[src/rtl/cfg_port_pkg.sv]
package cfg_port_pkg;
   localparam int BYTE_W = 8;
   localparam logic [BYTE_W-1:0] NO_HIT = 8'hFF;

   typedef struct packed {
      logic idx_wr;
      logic idx_rd;
      logic dat_wr;
      logic dat_rd;
   } io_stb_t;
endpackage

[src/rtl/cfg_io_decode.sv]
module cfg_io_decode
   import cfg_port_pkg::*;
#(
   parameter int AW = 16,
   parameter logic [AW-1:0] INDEX_PORT = 'h22,
   parameter logic [AW-1:0] DATA_PORT  = 'h23
) (
   input  logic [AW-1:0] io_addr,
   input  logic          io_wr,
   input  logic          io_rd,
   output io_stb_t       stb
);
   logic rd_only;
   logic hit_idx;
   logic hit_dat;

   // a cycle with both strobes is treated as a write
   assign rd_only = io_rd & ~io_wr;
   assign hit_idx = (io_addr == INDEX_PORT);
   assign hit_dat = (io_addr == DATA_PORT);

   always_comb begin
      stb.idx_wr = io_wr   & hit_idx;
      stb.idx_rd = rd_only & hit_idx;
      stb.dat_wr = io_wr   & hit_dat;
      stb.dat_rd = rd_only & hit_dat;
   end
endmodule

[src/rtl/cfg_index_latch.sv]
module cfg_index_latch
   import cfg_port_pkg::*;
(
   input  logic              clk,
   input  logic              rst_n,
   input  io_stb_t           stb,
   input  logic [BYTE_W-1:0] wdata,
   output logic [BYTE_W-1:0] idx_q,
   output logic              idx_valid
);
   always_ff @(posedge clk) begin
      if (!rst_n) begin
         idx_q     <= '0;
         idx_valid <= 1'b0;
      end else if (stb.idx_wr) begin
         idx_q     <= wdata;
         idx_valid <= 1'b1;
      end else if (stb.dat_wr | stb.dat_rd) begin
         idx_valid <= 1'b0;
      end
   end
endmodule

[src/rtl/cfg_reg_bank.sv]
module cfg_reg_bank
   import cfg_port_pkg::*;
#(
   parameter int NUM_REGS  = 16,
   parameter int CTRL_OFF  = 11,
   parameter int GCFG_OFF  = 0,
   parameter int MAPEN_BIT = 4,
   parameter int BASE_W    = 2,
   parameter logic [NUM_REGS*BYTE_W-1:0] REG_DEFAULTS = '0,
   localparam int OFF_W = $clog2(NUM_REGS)
) (
   input  logic              clk,
   input  logic              rst_n,
   input  logic              wr_en,
   input  logic [OFF_W-1:0]  off,
   input  logic [BYTE_W-1:0] wdata,
   output logic [BYTE_W-1:0] rd_val,
   output logic              map_en,
   output logic [BASE_W-1:0] base_bits
);
   logic [BYTE_W-1:0] regs [NUM_REGS];

   for (genvar i = 0; i < NUM_REGS; i++) begin : g_reg
      localparam logic [BYTE_W-1:0] DEF_RAW = REG_DEFAULTS[i*BYTE_W +: BYTE_W];
      localparam logic [BYTE_W-1:0] DEF_VAL = (i == CTRL_OFF)
                                            ? (DEF_RAW & ~(BYTE_W'(1) << MAPEN_BIT))
                                            : DEF_RAW;
      always_ff @(posedge clk) begin
         if (!rst_n)
            regs[i] <= DEF_VAL;
         else if (wr_en && off == OFF_W'(i))
            regs[i] <= wdata;
      end
   end

   assign rd_val    = regs[off];
   assign map_en    = regs[CTRL_OFF][MAPEN_BIT];
   assign base_bits = regs[GCFG_OFF][BASE_W-1:0];
endmodule

[src/rtl/cfg_index_port.sv]
module cfg_index_port
   import cfg_port_pkg::*;
#(
   parameter int AW = 16,
   parameter logic [AW-1:0] INDEX_PORT = 'h22,
   parameter logic [AW-1:0] DATA_PORT  = 'h23,
   parameter logic [7:0] REG_BASE  = 8'hB8,
   parameter int         NUM_REGS  = 16,
   parameter logic [7:0] CTRL_IDX  = 8'hC3,
   parameter logic [7:0] GCFG_IDX  = 8'hB8,
   parameter int         MAPEN_BIT = 4,
   parameter int         BASE_W    = 2,
   parameter logic [NUM_REGS*8-1:0] REG_DEFAULTS = '0
) (
   input  logic          clk,
   input  logic          rst_n,
   input  logic [AW-1:0] io_addr,
   input  logic          io_wr,
   input  logic          io_rd,
   input  logic [7:0]    io_wdata,
   output logic [7:0]    io_rdata,
   output logic [BASE_W-1:0] base_hi
);
   localparam int OFF_W    = $clog2(NUM_REGS);
   localparam int CTRL_OFF = int'(CTRL_IDX) - int'(REG_BASE);
   localparam int GCFG_OFF = int'(GCFG_IDX) - int'(REG_BASE);

   // elaboration-time parameter checks
   if (NUM_REGS < 2 || (1 << OFF_W) != NUM_REGS)
      begin : g_bad_depth $error("NUM_REGS must be a power of two, at least 2"); end
   if (int'(REG_BASE) + NUM_REGS > 256)
      begin : g_bad_span $error("register bank runs past index 0xFF"); end
   if (CTRL_OFF < 0 || CTRL_OFF >= NUM_REGS || GCFG_OFF < 0 || GCFG_OFF >= NUM_REGS)
      begin : g_bad_idx $error("control or config index outside the bank"); end
   if (CTRL_OFF == GCFG_OFF)
      begin : g_bad_same $error("control and config registers must differ"); end
   if (MAPEN_BIT < 0 || MAPEN_BIT > 7 || BASE_W < 1 || BASE_W > 8)
      begin : g_bad_bits $error("bit position or base width out of range"); end
   if (INDEX_PORT == DATA_PORT)
      begin : g_bad_port $error("index and data ports must differ"); end

   io_stb_t     stb;
   logic [7:0]  idx_q;
   logic        idx_valid;
   logic [8:0]  idx_rel;
   logic        in_bank;
   logic        reach;
   logic [7:0]  rd_val;
   logic        map_en;

   cfg_io_decode #(.AW(AW), .INDEX_PORT(INDEX_PORT), .DATA_PORT(DATA_PORT)) u_dec (
      .io_addr (io_addr),
      .io_wr   (io_wr),
      .io_rd   (io_rd),
      .stb     (stb)
   );

   cfg_index_latch u_idx (
      .clk       (clk),
      .rst_n     (rst_n),
      .stb       (stb),
      .wdata     (io_wdata),
      .idx_q     (idx_q),
      .idx_valid (idx_valid)
   );

   // below-base indices wrap to >= 256, so one compare covers both edges
   assign idx_rel = {1'b0, idx_q} - {1'b0, REG_BASE};
   assign in_bank = (idx_rel < 9'(NUM_REGS));
   assign reach   = idx_valid & in_bank & ((idx_q == CTRL_IDX) | map_en);

   cfg_reg_bank #(
      .NUM_REGS     (NUM_REGS),
      .CTRL_OFF     (CTRL_OFF),
      .GCFG_OFF     (GCFG_OFF),
      .MAPEN_BIT    (MAPEN_BIT),
      .BASE_W       (BASE_W),
      .REG_DEFAULTS (REG_DEFAULTS)
   ) u_bank (
      .clk       (clk),
      .rst_n     (rst_n),
      .wr_en     (stb.dat_wr & reach),
      .off       (idx_rel[OFF_W-1:0]),
      .wdata     (io_wdata),
      .rd_val    (rd_val),
      .map_en    (map_en),
      .base_bits (base_hi)
   );

   always_ff @(posedge clk) begin
      if (!rst_n)
         io_rdata <= NO_HIT;
      else if (stb.idx_rd)
         io_rdata <= NO_HIT;
      else if (stb.dat_rd)
         io_rdata <= reach ? rd_val : NO_HIT;
   end
endmodule

[config.mk]
export PLATFORM = sky130hd
export DESIGN_NAME = cfg_index_port
export DESIGN_NICKNAME = d
export VERILOG_FILES = /design/src/rtl/cfg_port_pkg.sv /design/src/rtl/cfg_io_decode.sv /design/src/rtl/cfg_index_latch.sv /design/src/rtl/cfg_reg_bank.sv /design/src/rtl/cfg_index_port.sv
export SDC_FILE = /design/constraint.sdc
export NUM_CORES = 1
export LEC_CHECK = 0
export BUFFER_PORTS_ARGS = -buffer_cell sky130_fd_sc_hd__buf_2
export CAP_MARGIN = 5
export CORE_MARGIN = 3
export CORE_UTILIZATION = 53
export CTS_CLUSTER_SIZE = 8
export DETAILED_ROUTE_END_ITERATION = 10
export PLACE_DENSITY = 0.74
export SETUP_SLACK_MARGIN = 0.5
export SLEW_MARGIN = 10
export SYNTH_ARGS = -nofsm -noshare
export SYNTH_HDL_FRONTEND = slang
export SYNTH_SLANG_ARGS = --single-unit
[constraint.sdc]
create_clock -name clk -period 2.7 [get_ports clk]
set_clock_uncertainty 0.1 [all_clocks]
set_input_delay 0.54 -clock clk [delete_from_list [all_inputs] [get_ports clk]]
set_output_delay 0.54 -clock clk [all_outputs]
set_load 0.02 [all_outputs]
## After elaboration in Yosys (flattened, before gate mapping)

Memory sizes are Yosys's and may differ from the RTL's.
Cells that the tools add are included.

| word-level totals | value |
|---|---|
| word-level logic and storage cells | 139 |
| bits in writable memories | 128 |
| memory bits (read-only) | 0 |
| memories kept | 1 |
| bits in registers | 17 |
| input bits | 28 |
| output and inout port bits | 10 |
| bits in latches | 0 |

Memory list:

| name | words | bits a word | read ports | clocked after Yosys merged registers in | write ports | RTL line | source |
|---|---|---|---|---|---|---|---|
| u_bank.regs | 16 | 8 | 3 | 0 | 16 | cfg_reg_bank.sv:21 | `logic [BYTE_W-1:0] regs [NUM_REGS];` |

| cells by class | value |
|---|---|
| reduce and logical (&&, ||, !) cells | 19 |
| $lt $le $gt $ge | 1 |
| multiplexer cells | 68 |
| shift operators | 0 |
| div/mod/pow operators | 0 |
| $add $sub $neg | 1 |
| eq/ne operators | 18 |
| $mul | 0 |
| bitwise operators | 28 |

Operators by type and width:

| cell | number |
|---|---|
| $mux 8 | 17 |
| $mux 1 | 51 |
| $eq 16x6->1 const B | 2 |
| $eq 4x4->1 const B | 8 |
| $or 1x1->1 | 18 |
| $eq 4x3->1 const B | 4 |
| $logic_and 1x1->1 | 16 |
| $lt 9x5->1 const B | 1 |
| $sub 8x8->9 const B | 1 |
| $and 1x1->1 | 8 |
| $eq 4x2->1 const B | 2 |
| $eq 8x8->1 const B | 1 |
| $eq 4x1->1 const B | 1 |
| $logic_not 4->1 | 1 |
| $not 1->1 | 2 |
| $reduce_bool 2->1 | 1 |
| $reduce_or 2->1 | 1 |

## Logic depth before layout (Yosys ltp)

Gate-level depths: netlist of run 1.

| logic depth | value |
|---|---|
| depth after elaboration | 10 |
| gate-level depth with buffers | 8 |
| gate-level depth less buffers | 5 |

## Hierarchy

From an unflattened synthesis of run 1, not the netlist that was laid out.

| second synthesis, totals | value |
|---|---|
| cells, all modules | 457 |
| area, all modules | 6777.8 um2 |

Modules (own cells, without submodules):

| module | cells an instance | area each (um2) | seq. area each (um2) | times used |
|---|---|---|---|---|
| cfg_reg_bank | 387 | 5985.7 | 3843.7 | 1 |
| cfg_index_port | 31 | 359.1 | 160.2 | 1 |
| cfg_index_latch | 28 | 336.6 | 180.2 | 1 |
| cfg_io_decode | 11 | 96.3 | 0.0 | 1 |

## Worst setup path before layout of run 1

Ideal clock, no wire load.

| path | value |
|---|---|
| path type | input -> register |
| from | input io_addr[3] |
| to | memory u_bank.regs[9][0], enable pin |
| path buffers | 1 |
| stages on the path | 6 |
| arrival | 2.412 ns |
| slack | -0.196 ns |
| library setup time | 0.384 ns |
| path through | nor4b_1 nand4_1 nor2_2 nand3_1 buf_2 o21ai_0 |

RTL lines:

| element | RTL line | source |
|---|---|---|
| from (decl) | cfg_index_port.sv:17 | `input logic [AW-1:0] io_addr,` |
| to (decl) | cfg_reg_bank.sv:21 |  |

==> results of run 1 <==
## logic make-up after synthesis
family / Yosys count / share of synthesized area
AND/OR/NAND/NOR: 214 / 0.163
adder cells (fa/ha/maj): 1 / 0.00190
buffers and inverters: 42 / 0.0274
flip-flops: 145 / 0.636
multiplexers: 40 / 0.122
AO/OA/AOI/OAI: 47 / 0.0491
## state kept, by name (all words and copies together), names as in the netlist
signal           flops
u_idx.idx_q          8
io_rdata             8
u_bank.regs        128
u_idx.idx_valid      1
## per-stage QoR
step           setup TNS, ns  instances  utilization
6_report                   0        723        0.665
4_1_cts                    0        722        0.657
3_3_place_gp               0        680        0.594
5_1_grt                    0        723        0.665
2_1_floorplan              0        489            -
3_5_place_dp           -1.90        680        0.594
## worst reg2reg max path, stage by stage (launching register included)
cell	delay, ns
dfxtp_4	0.35
ha_4	0.15
or3b_4	0.38
a211oi_4	0.21
buf_6	0.20
nand3_4	0.18
o21ai_4	0.35
## power groups by stage
stage / logic, mW / clock network, mW / registers, mW
2_1_floorplan: 0.115 / 0 / 2.59
3_3_place_gp: 0.184 / 0 / 2.61
3_5_place_dp: 0.189 / 0 / 2.61
4_1_cts: 0.204 / 2.34 / 2.57
5_1_grt: 0.221 / 2.45 / 2.57
6_report: 0.212 / 2.34 / 2.57
## layout by cell type (no fill, tap or decap), types with 9 or more instances in the layout
| cell type | n |
|---|---|
| a22oi_1 | 14 |
| buf_2 | 37 |
| buf_4 | 24 |
| buf_6 | 9 |
| clkbuf_16 | 17 |
| dfxtp_1 | 14 |
| edfxtp_1 | 128 |
| mux4_2 | 32 |
| nand3_1 | 28 |
| nor2_1 | 86 |
| nor2b_1 | 12 |
| nor3_1 | 36 |
| o21ai_4 | 15 |
## final timing paths
kind	startpoint	endpoint	slack, ns	cells after the start
worst max-delay path	u_idx.idx_q[3]$_SDFFE_PN0P_	u_bank.regs[12][4]$_SDFFCE_PN0P_	0.44	6
worst min-delay path	io_addr[0]	u_idx.idx_valid$_SDFFE_PN0P_	0.37	3
worst max register to register	u_idx.idx_q[3]$_SDFFE_PN0P_	u_bank.regs[12][4]$_SDFFCE_PN0P_	0.44	6
worst min register to register	u_idx.idx_valid$_SDFFE_PN0P_	u_idx.idx_valid$_SDFFE_PN0P_	0.43	2
## synthesized netlist by cell type, types with 2 or more instances
master    instances
nand2b_1          3
nand2_1           8
or2_2             2
buf_2             9
nor2b_1          12
nand3_4           3
clkbuf_1         21
buf_4             3
a31oi_1           7
nand3_1          31
mux2i_1           8
buf_1             8
nor2_1           93
nor3_1           40
a22oi_1          14
a21boi_0          2
nand4_1           2
mux4_2           32
a22o_1            2
nor4b_1           2
dfxtp_1          17
o21ai_0          16
nor3b_1           7
edfxtp_1        128
and2_1            2
## layer usage
metal	vias up	GRT usage	part of all wire	routed length, um
met5	-	0	0	0
met4	0	0.135	0.048	897
met3	62	0.0897	0.11	2050
met2	333	0.437	0.49	9070
met1	2263	0.343	0.35	6600
li1	1974	-	-	-
## cell type report
class,instances,area (um2),area share
Clock buffer,21,440,0.0549
Clock inverter,11,138,0.0172
Inverter,1,3.75,0.000468
Multi-Input combinational cell,303,2490,0.311
Sequential cell,145,4190,0.522
Tap cell,168,210,0.0262
Timing Repair Buffer,74,547,0.0682
## repair_timing
item                                    CTS  global route
endpoints found under the setup margin  158           256
gates cloned                              1             0
pin swaps                                 9            11
endpoints found under the hold margin     0             0
setup buffers                             9             1
resized for setup                        12            23
==> results.md, run 1 <==
* Lkg Pwr at 2.44 nW
* Critical Path Start Type: register
* Sw power at 1.06 mW
* Final ANT Viol Nets at 0
* Unrepaired setup endpoints after global routing: yes
* Hold Fails Final Rpt at 0
* 1st-pass router iterations at 6
* Largest net degree at the start of global routing at 41
* Final worst path period need at 2.26 ns
* Initial antenna violation count at 0
* Clk buf depth at 2
* DR WL/cell at 25.7 um
* Wirelength, routed at 18.6 mm
* Initial core utilization at 0.545
* Hold Buf Count CTS at 0
* Core Box Area at 12100 um2
* CP Max Fanout at 8
* CTS tree: built
* Clock Latency Late Sink at 0.43 ns
* Yosys top cell by area: edfxtp_1
* Fmax at 443 MHz
* Initial drt markers at 638
* Buf/Inv on CP at 1
* Count of cell types in the netlist at 42
* Sequential share of power at 0.501
* # rows at 40
* Via count at 4632
* DRC Markers at 0
* Slowest cell on crit path: or3b_4
* Max capacitance violation total at 0
* Post-Syn Instances at 489
* Clk pwr share at 0.457
* Worst vdd ir at 0.353 mV
* Die Y at 117 um
* Cts bufs inserted at 17
* Synthesized flop and latch total at 145
* Status: completed
* Post-Place Cell Area at 7160 um2
* Root buf cell: clkbuf_16
* Layout Nets at 571
* Async SR Flop Fraction at 0
* CP endpoint kind: register
* Internal power at 4.06 mW
* Fill cells at 819
* Fin area at 8020 um2
* CP max stage delay at 0.38 ns
* Largest cells by area after synthesis: edfxtp_1 (58%), mux4_2 (11%), nor2_1 (5.3%), dfxtp_1 (5.2%), nor3_1 (3.0%)
* Clk pin slew, worst setup/hold paths at 0.06 ns
* First-pass GRT wire length at 27.9 mm
* Sequential cell area fraction in the yosys report at 0.636
* Die footprint at 13800 um2
* Cell Chain, Critical Path: ha_4, or3b_4, a211oi_4, buf_6, nand3_4, o21ai_4
* Antenna diodes at 0
* Area Overhead vs Synth at 22.0%
* Pwr Total at 5.12 mW
* Clock sinks at 145
* Place WS at -0.101 ns
* Synth Area per Inst at 13.4 um2
* Max-slew headroom at 0.551
* Worst-Margin Slew at 0.672 ns
* Tcrit/Tclk final at 0.836
* Total track usage at 0.275
* Synthesis Warnings at 0
* Yosys top cell area share at 0.585
* Post-synthesis cell area at 6580 um2
* Hold Slack at 0.368 ns
* Hold Crit Class: in -> reg
* Gate power share at 0.041
* Die Span X at 117 um
* WP data required at 2.69 ns
* H-tree levels at 4
* Setup violators final at 0
* Vias in the first global route at 4592
* Worst Path Arrival at 2.24 ns
* Share of layout cells above drive strength 1 at 0.330
* Crit path max-delay family: simple AND/OR/NAND/NOR gates
* Worst setup margin at 0.443 ns
* Switching part of the total power at 0.208
* IO Pins at 38
* GRT Residual Overflow at 0
* Category of the most critical setup path: reg -> reg
* Placer Congestion at 0.960
* Final Slew Violations at 0
* Pwr Density at 639 nW/um2
* Final HPWL from detailed placement at 12.5 mm
* Via/cell ratio at 6.41
* Post-synth top flop: edfxtp_1
* EDFF count, synth at 128
* Port Buf Inserts at 37
* Syn_nets at 518
No activity file was read; power rests on OpenSTA's default activity.
==> run 2: changes to the inputs <==
==> constraint.sdc (replaced) <==
create_clock -name clk -period 2.03 [get_ports clk]
set_clock_uncertainty 0.1 [all_clocks]
set_input_delay 0.406 -clock clk [delete_from_list [all_inputs] [get_ports clk]]
set_output_delay 0.406 -clock clk [all_outputs]
set_load 0.02 [all_outputs]
==> run 2 against run 1 <==
Effect of this change: largest cell class unchanged; hold slack got worse by 0.11 ns; non-clock buffer count rose by 59; utilization rose by 14 points; final area rose by 22%; final cell count rose by 8.0%; die area did not move; clock power rose by 34%; largest power group unchanged; critical path depth rose by 1; the run now ends with setup timing left.
==> results.md, run 2 (synthesis gave the netlist of run 1 again) <==
* Status: finished with violations
* Failing checks: setup timing
* Reg with most FFs: u_bank.regs
* Clock Latency Late Sink at 0.45 ns
* Final ANT Viol Nets at 0
* Share of layout cells above drive strength 1 at 0.594
* Hold Fails Final Rpt at 0
* CP endpoint kind: register
* DR WL/cell at 30.5 um
* Placer Congestion at 0.947
* Hold Path End: u_idx.idx_q[6]$_SDFFE_PN0P_
* Hold Buf Count CTS at 0
* Via/cell ratio at 6.93
* Port Buf Inserts at 37
* 1st-pass router iterations at 5
* Lkg Pwr at 2.94 nW
* # rows at 40
* Fill cells at 532
* Die Y at 117 um
* Hold Crit Class: in -> reg
* Initial drt markers at 904
* Worst Path Arrival at 2.36 ns
* Clk pin slew, worst setup/hold paths at 0.06 ns
* First-pass GRT wire length at 30.0 mm
* Pwr Total at 6.93 mW
* GRT Residual Overflow at 0
* Max FFs per register at 128
* Multi-input gate area at 3390 um2
* Root buf cell: clkbuf_16
* Worst vdd ir at 0.569 mV
* Most frequent cells in the layout: edfxtp_1 (128), nor2_4 (81), buf_4 (41), buf_2 (34), mux4_2 (32)
* Final HPWL from detailed placement at 12.9 mm
* CTS tree: built
* Setup violators final at 264
* Final Slew Violations at 0
* Max-slew headroom at 0.564
* Largest regs: u_bank.regs (128), io_rdata (8), u_idx.idx_q (8)
* Final worst path period need at 2.31 ns
* Clk buf depth at 2
* Commonest non-fill, non-tap cell in the layout: edfxtp_1
* Initial antenna violation count at 0
* Wirelength, routed at 23.8 mm
* Critical Path Start Type: register
* Hold_sp: io_wdata[6]
* Worst-Margin Slew at 0.653 ns
* Core Box Area at 12100 um2
* Reg2reg start: u_idx.idx_q[4]$_SDFFE_PN0P_
* Vias in the first global route at 4969
* Die footprint at 13800 um2
* IO Pins at 38
* Total track usage at 0.294
* Place WS at -0.280 ns
* Largest net degree at the start of global routing at 41
* Category of the most critical setup path: reg -> reg
* Reg2Reg Setup Slack at -0.28 ns
* Tcrit/Tclk final at 1.14
* GRT met2 Usage at 0.485
* Register Area at 4190 um2
* Fmax at 433 MHz
* Unrepaired setup endpoints after global routing: yes
* Antenna diodes at 0
* Initial core utilization at 0.545
* GR Util met3 at 0.0878
* R2r worst-path depth at 7
* Max capacitance violation total at 0
* Cts bufs inserted at 17
* Worst setup margin at -0.277 ns
* H-tree levels at 4
* Via count at 5413
* Met1 GRT Util at 0.371
* Hold Slack at 0.263 ns
* CP Max Fanout at 8
* Layout Nets at 629
* Gr busiest metal: met2
* WP data required at 2.08 ns
* Die Span X at 117 um
* DRC Markers at 0
* Area Overhead vs Synth at 48.5%
* RR Endpoint: u_bank.regs[0][5]$_SDFFCE_PN0P_
* Clock sinks at 145
* Pwr Density at 710 nW/um2
* Hold depth at 3
## run 2: cell count changes in the layout (fill, tap and decap cells not counted), moves of 4 or more
| cell | delta |
|---|---|
| clkinvlp_4 | +4 |
| buf_6 | +22 |
| buf_12 | +14 |
| buf_4 | +17 |
| nor3_1 | -35 |
| nor3_4 | +12 |
| nor2_4 | +80 |
| clkbuf_1 | -4 |
| nor3_2 | +23 |
| nor2_1 | -80 |
## run 2: critical path: stages, from the launching register on
cell      delay [ns]
dfxtp_4         0.35
ha_4            0.16
or3b_4          0.40
a211oi_4        0.26
buf_12          0.17
nand3_4         0.18
o21ai_4         0.25
buf_12          0.15
## run 2: worst max-delay path by stage
| stage | slack [ns] | end | startpoint |
|---|---|---|---|
| 3_5_place_dp | -0.28 | u_bank.regs[9][7]$_SDFFCE_PN0P_ | io_addr[9] |
| 6_report | -0.28 | u_bank.regs[0][5]$_SDFFCE_PN0P_ | u_idx.idx_q[4]$_SDFFE_PN0P_ |
| 3_3_place_gp | -0.21 | u_bank.regs[10][7]$_SDFFCE_PN0P_ | u_idx.idx_q[4]$_SDFFE_PN0P_ |
| 4_1_cts | -0.19 | u_bank.regs[12][7]$_SDFFCE_PN0P_ | u_idx.idx_q[4]$_SDFFE_PN0P_ |
| 2_1_floorplan | -0.37 | u_bank.regs[11][0]$_SDFFCE_PN0P_ | u_idx.idx_q[3]$_SDFFE_PN0P_ |
| 5_1_grt | -0.33 | u_bank.regs[2][5]$_SDFFCE_PN0P_ | u_idx.idx_q[4]$_SDFFE_PN0P_ |
## run 2: per-layer routing
metal,vias to the layer above,share of wire
met2,531,0.50
met5,-,0
li1,2100,-
met4,0,0.058
met1,2653,0.33
met3,129,0.12
## run 2: through the flow
step | std cells | area, um2 | TNS, ns | utilization
after global routing | 781 | 9760 | -60.85 | 0.809
after floorplan | 489 | 6940 | -52.70 | -
after detailed placement | 722 | 7700 | -39.08 | 0.638
after global placement | 722 | 7700 | -23.42 | 0.638
final | 781 | 9760 | -47.67 | 0.809
after CTS | 772 | 8920 | -28.05 | 0.740
## run 2: layout make-up
| cell class | instances | area share |
|---|---|---|
| timing repair buffer | 133 | 0.143 |
| multi-input combinational | 302 | 0.347 |
| sequential | 145 | 0.430 |
| clock inverter | 15 | 0.0146 |
| tap | 168 | 0.0215 |
| clock buffer | 17 | 0.0436 |
| inverter | 1 | 0.000385 |
## run 2: what timing repair did
action                                 4_1_cts  5_1_grt
setup endpoints to repair                  273      273
cloned                                       3        4
endpoints found under the hold margin        0        0
buffers inserted                            15        5
pin swaps                                   13       14
resized for setup                          113      175
## run 2: where the power goes
part           internal (mW)  total [mW]  switching, mW
Sequential              3.36        3.42         0.0607
Clock                   1.79        3.14           1.35
Combinational          0.148       0.367          0.219
Total                   5.30        6.93           1.62
